### config.mk
export PLATFORM = sky130hd
export DESIGN_NAME = usbh_xfer_status
export DESIGN_NICKNAME = d
export VERILOG_FILES = /design/src/rtl/usbh_stat_pkg.sv /design/src/rtl/usbh_len_cmp.sv /design/src/rtl/usbh_hs_decode.sv /design/src/rtl/usbh_stat_pack.sv /design/src/rtl/usbh_stat_reg.sv /design/src/rtl/usbh_xfer_status.sv
export SDC_FILE = /design/constraint.sdc
export NUM_CORES = 1
export LEC_CHECK = 0
export CAP_MARGIN = 20
export CORE_MARGIN = 1
export CORE_UTILIZATION = 38
export CTS_CLUSTER_SIZE = 10
export DETAILED_ROUTE_END_ITERATION = 6
export PLACE_DENSITY = 0.91
export SETUP_SLACK_MARGIN = 0.15
export SKIP_CTS_REPAIR_TIMING = 1
export SLEW_MARGIN = 10
export SYNTH_ARGS = -nofsm -noshare
export SYNTH_HDL_FRONTEND = slang
export SYNTH_SLANG_ARGS = --single-unit
### constraint.sdc
create_clock -name clk -period 3 [get_ports clk]
set_input_delay 0.6 -clock clk [delete_from_list [all_inputs] [get_ports clk]]
set_output_delay 0.6 -clock clk [all_outputs]
set_load 0.02 [all_outputs]
### src/rtl/usbh_stat_pkg.sv
// Package: shared encodings and field positions for the transaction status word.
// Assumes a 16-bit word; the bit positions are fixed because readers decode them.
package usbh_stat_pkg;
    localparam int STAT_W   = 16;
    localparam int B_ACK    = 0;
    localparam int B_ERR    = 1;
    localparam int B_TMO    = 2;
    localparam int B_SEQ    = 3;
    localparam int B_LENX   = 5;
    localparam int B_NAK    = 6;
    localparam int B_STALL  = 7;
    localparam int B_UNF    = 10;
    localparam int B_OVF    = 11;

    typedef enum logic [1:0] {
        HS_NONE  = 2'd0,
        HS_ACK   = 2'd1,
        HS_NAK   = 2'd2,
        HS_STALL = 2'd3
    } hs_e;

    typedef struct packed {
        logic ovf;
        logic unf;
        logic stall;
        logic nak;
        logic lenx;
        logic seq;
        logic tmo;
        logic err;
        logic ack;
    } stat_flags_t;

    localparam int NFLAG = $bits(stat_flags_t);
endpackage

### src/rtl/usbh_len_cmp.sv
// Module: compares the received byte count with the programmed count.
// Assumes both counts are unsigned and the same width. Outputs are forced
// to 0 when the transaction had no IN data stage.
module usbh_len_cmp #(
    parameter int CNT_W = 10
) (
    input  logic             in_stage,
    input  logic [CNT_W-1:0] rx_count,
    input  logic [CNT_W-1:0] exp_count,
    output logic             ovf,
    output logic             unf,
    output logic             lenx
);
    // Purpose: magnitude compare, gated by the presence of an IN data stage.
    always_comb begin
        ovf  = in_stage && (rx_count > exp_count);
        unf  = in_stage && (rx_count < exp_count);
        lenx = ovf || unf;
    end
endmodule

### src/rtl/usbh_hs_decode.sv
// Module: classifies the handshake and failure inputs into status flags.
// Assumes the inputs are valid in the cycle of the done strobe. Length
// conditions are not inputs here, so they cannot reach the error flag.
module usbh_hs_decode
    import usbh_stat_pkg::*;
(
    input  logic [1:0] hs_code,
    input  logic       timeout,
    input  logic       crc5_err,
    input  logic       crc16_err,
    input  logic       pid_err,
    input  logic       rx_toggle,
    output logic       ack,
    output logic       nak,
    output logic       stall,
    output logic       tmo,
    output logic       err,
    output logic       seq
);
    hs_e hs;

    // Purpose: map the raw handshake code onto the enumerated type.
    always_comb hs = hs_e'(hs_code);

    // Purpose: derive one flag per outcome class, then a qualified sequence bit.
    always_comb begin
        ack   = (hs == HS_ACK);
        nak   = (hs == HS_NAK);
        stall = (hs == HS_STALL);
        tmo   = timeout;
        err   = crc5_err || crc16_err || pid_err;
        seq   = rx_toggle && ack && !err;
    end
endmodule

### src/rtl/usbh_stat_pack.sv
// Module: places the flag struct into the 16-bit status word.
// Assumes positions from usbh_stat_pkg. Every position not assigned a flag
// is driven 0.
module usbh_stat_pack
    import usbh_stat_pkg::*;
(
    input  stat_flags_t       flags,
    output logic [STAT_W-1:0] word
);
    // Purpose: scatter each flag to its fixed bit, clearing the remaining positions.
    always_comb begin
        word          = '0;
        word[B_ACK]   = flags.ack;
        word[B_ERR]   = flags.err;
        word[B_TMO]   = flags.tmo;
        word[B_SEQ]   = flags.seq;
        word[B_LENX]  = flags.lenx;
        word[B_NAK]   = flags.nak;
        word[B_STALL] = flags.stall;
        word[B_UNF]   = flags.unf;
        word[B_OVF]   = flags.ovf;
    end
endmodule

### src/rtl/usbh_stat_reg.sv
// Module: holding register for the status word, one flop per bit.
// Assumes a synchronous active-low reset. The whole word loads together
// on load.
module usbh_stat_reg #(
    parameter int W = 16
) (
    input  logic         clk,
    input  logic         rst_n,
    input  logic         load,
    input  logic [W-1:0] d,
    output logic [W-1:0] q
);
    for (genvar i = 0; i < W; i++) begin : g_bit
        // Purpose: per-bit flop, cleared by reset and overwritten on load.
        always_ff @(posedge clk) begin
            if (!rst_n)    q[i] <= 1'b0;
            else if (load) q[i] <= d[i];
        end
    end
endmodule

### src/rtl/usbh_xfer_status.sv
// Module: top of the transaction status capture.
// At each xfer_done it latches a fresh status word built from the
// handshake, failure, toggle and count inputs. It holds the word between
// strobes and presents it on a read-enable gated port.
// Assumes that all transaction inputs are valid in the strobe cycle.
module usbh_xfer_status
    import usbh_stat_pkg::*;
#(
    parameter int CNT_W = 10
) (
    input  logic               clk,
    input  logic               rst_n,
    input  logic               xfer_done,
    input  logic [1:0]         hs_code,
    input  logic               timeout,
    input  logic               crc5_err,
    input  logic               crc16_err,
    input  logic               pid_err,
    input  logic               rx_toggle,
    input  logic               in_stage,
    input  logic [CNT_W-1:0]   rx_count,
    input  logic [CNT_W-1:0]   exp_count,
    input  logic               rd_en,
    output logic [STAT_W-1:0]  rd_data
);
    stat_flags_t       nxt_flags;
    logic [STAT_W-1:0] nxt_word;
    logic [STAT_W-1:0] stat_q;

    usbh_len_cmp #(.CNT_W(CNT_W)) u_len (
        .in_stage  (in_stage),
        .rx_count  (rx_count),
        .exp_count (exp_count),
        .ovf       (nxt_flags.ovf),
        .unf       (nxt_flags.unf),
        .lenx      (nxt_flags.lenx)
    );

    usbh_hs_decode u_dec (
        .hs_code   (hs_code),
        .timeout   (timeout),
        .crc5_err  (crc5_err),
        .crc16_err (crc16_err),
        .pid_err   (pid_err),
        .rx_toggle (rx_toggle),
        .ack       (nxt_flags.ack),
        .nak       (nxt_flags.nak),
        .stall     (nxt_flags.stall),
        .tmo       (nxt_flags.tmo),
        .err       (nxt_flags.err),
        .seq       (nxt_flags.seq)
    );

    usbh_stat_pack u_pack (
        .flags (nxt_flags),
        .word  (nxt_word)
    );

    usbh_stat_reg #(.W(STAT_W)) u_reg (
        .clk   (clk),
        .rst_n (rst_n),
        .load  (xfer_done),
        .d     (nxt_word),
        .q     (stat_q)
    );

    // Purpose: read port, returning the held word only while enabled.
    always_comb rd_data = rd_en ? stat_q : '0;
endmodule

==> results.md <==
- Run status: completed
- Largest net degree at the start of global routing: 15
- Post-synth cell types: 27
- ANT nets after route: 0
- Final slew viol count: 0
- Crit path from: rd_en
- Internal: 240 uW
- Clock Sinks: 9
- Worst R2R End: u_reg.q[5]
- Post-synthesis area per instance: roughly 8.0 um^2
- Worst-Skew Late Latency: 0.26 ns
- Initial Util: 0.417
- Share of cells above drive strength 1: 0.0299
- Maximum clock insertion buffer count: 2
- RSZ-0062 raised after global routing: false
- CP max stage delay: 0.61 ns
- Synthesis-to-finish area growth: 57.7%
- Setup total negative slack: 0 ns
- Post-synthesis sequential area ratio: 0.245
- Synth Instances: 92
- Worst R2R Path Depth: 4
- Critical path endpoint: rd_data[1]
- Die H: 46 um
- Tot Pwr: roughly 330 uW
- Global-route usage over all layers: 0.173
- Post-synthesis register bit count: 9
- GP Congestion: 0.688
- Most common cell after layout, fill and taps aside: clkdlybuf4s50_1
- Static leakage: 0.523 nW
- Cell family with most CP delay: buffers and inverters
- Die Span X: 46 um
- Psw: 90.9 uW
- Detail Placement HPWL: 1.39 mm
- Sw frac: 0.275
- Slew at the pin closest to its max-slew limit: 0.523 ns
- IO Count: 48
- IO Port Bufs: 40
- TritonCTS buffer count: 3
- Setup Skew: 0 ns
- Hold crit path type: reg2reg
- FF-to-FF setup slack: approximately 2.3 ns
- Most frequent cells in the layout: clkdlybuf4s50_1 (40), inv_1 (12), ha_1 (10), and2_1 (9), dfxtp_1 (9)
- Via count: 730
- Clk root buf: clkbuf_4
- Crit start category: input port
- CP required: 2.40 ns
- Setup WS pre-CTS: 0.413 ns
- Clock Power Share: 0.283
- DIE AREA: 2120 um^2
- Combinational share of power: 0.330
- DR iter-0 viols: 6
- Hold Fails Final Rpt: 0
- CTS tree: done
- DRC viols: 0
- Pwr dens: 285 nW/um^2
- Row Count: 15
- Routed WL per cell: 10.1 um
- CP bufs+invs: 2
- Minimum clock period: roughly 2.6 ns
- First-pass GRT wire length: 2.66 mm
- Critical path class: in2out
- YS warnings: 0
- Design area: ~1200 um^2
- Pre-antenna DRT Iters: 2
- Top Registers: u_reg.q: 9 flops
- Flop pwr share: 0.387
- Final worst slack: 0.422 ns
- Post-DP Area: ~1100 um^2
- Critical-path top delay cell: clkdlybuf4s50_1
- Via-to-Cell Ratio: about 4.6
- Final setup violation count: 0
- Mapped Area: 736 um^2
- R2r startpoint: u_reg.q[5]
- Maximum Capacitance Violations: 0
- Critical Path Fanout Max: 9
- Area of the core: 1760 um^2
- Vias in the first global route: 674
- Biggest register: u_reg.q
- H-tree level count: 1
- WL final: approximately 1.6 mm
- Max reg flops: 9
- Final period util: 0.859
- Antenna violations before repair: 0
- Worst-path cell chain: clkdlybuf4s50_1 > and2_1 > clkdlybuf4s50_1
- Crit. path cell count: 3
- Remaining Overflow, GRT: 0
- Diodes inserted: 0
- Clock transition at the registers of the reported paths: about 0.060 ns
- Crit path top cell by count: clkdlybuf4s50_1
- Critical path arrival: 1.98 ns
- Worst rel slew slack: 0.642
- Peak supply drop: 0.134 mV
- Layout Nets: 177
- Fmax: 0.388 GHz
- Critical path capture point type: output pin
## cell families (layout without fill, tap and decap cells)
| logic type | Yosys count | count (layout) | synth area share |
|---|---|---|---|
| buf+inv | 20 | 56 | 0.138 |
| fa+ha+maj | 10 | 10 | 0.170 |
| other cells | 1 | 7 | 0.00510 |
| mux | 2 | 2 | 0.0272 |
| flops | 9 | 9 | 0.245 |
| simple gates | 36 | 36 | 0.277 |
| compound gates | 14 | 14 | 0.138 |
## how the worst min path moves through the flow
stage                startpoint     endpoint  depth (start not counted)
floorplan           u_reg.q[11]  u_reg.q[11]                          2
global placement    u_reg.q[11]  u_reg.q[11]                          2
detailed placement  u_reg.q[11]  u_reg.q[11]                          2
CTS                 u_reg.q[10]  u_reg.q[10]                          1
global route         u_reg.q[3]   u_reg.q[3]                          2
finish               u_reg.q[7]   u_reg.q[7]                          2
## worst reg2reg max path, stage by stage (launching register included)
cell and delay, ns:
dfxtp_1 0.34, nand2b_1 0.08, nand2_1 0.07, nand2_1 0.05, a31oi_1 0.13
## power by group through the flow
| stage | Combinational, mW | Clock, mW | Sequential, mW |
|---|---|---|---|
| 5_1_grt | 0.122 | 0.103 | 0.128 |
| 2_1_floorplan | 0.0591 | 0 | 0.129 |
| 4_1_cts | 0.110 | 0.0967 | 0.128 |
| 3_5_place_dp | 0.110 | 0 | 0.131 |
| 6_report | 0.109 | 0.0936 | 0.128 |
| 3_3_place_gp | 0.106 | 0 | 0.130 |
## metal layers
metal,wire length (um),vias up,global-route usage,part of all wire
met5,0,-,0,0
met3,113,0,0.0317,0.070
li1,-,380,-,-
met1,646,318,0.180,0.40
met2,843,32,0.332,0.53
met4,0,0,0.0706,0
## cells in the mapped netlist
cell type	number	share of area
a22o_1	1	0.012
nor3_1	2	0.014
and2_1	9	0.077
mux2i_1	2	0.027
dfxtp_1	9	0.24
a2111oi_0	1	0.012
ha_1	10	0.17
nand4_1	3	0.026
a21boi_0	3	0.031
nand3_1	1	0.0068
o211a_1	1	0.014
buf_4	7	0.071
or4_1	1	0.010
a211oi_2	1	0.017
and3_1	1	0.0085
nand2b_1	6	0.051
nand2_1	7	0.036
inv_1	12	0.061
nor2_1	1	0.0051
nor2b_1	4	0.034
nand3b_1	1	0.010
o21ai_0	3	0.020
a211oi_1	1	0.010
a21oi_1	2	0.014
conb_1	1	0.0051
clkbuf_1	1	0.0051
a31oi_1	1	0.0085
## final cells by class
type,instances,area (um^2)
flip-flops and latches,9,180
inverters,12,45.0
multi-input cells,69,477
well taps,25,31.3
clock buffers,4,26.3
fillers,160,604
repair buffers,40,400
## stage by stage
stage                     utilization  instances  hold WS (ns)
final                           0.657        159         0.478
after global routing            0.657        159         0.503
after CTS                       0.657        159         0.480
after detailed placement        0.643        155         0.453
after global placement          0.643        155         0.445
after floorplan                     -         98         0.417
Note: power is estimated with default switching activity, not from simulation.
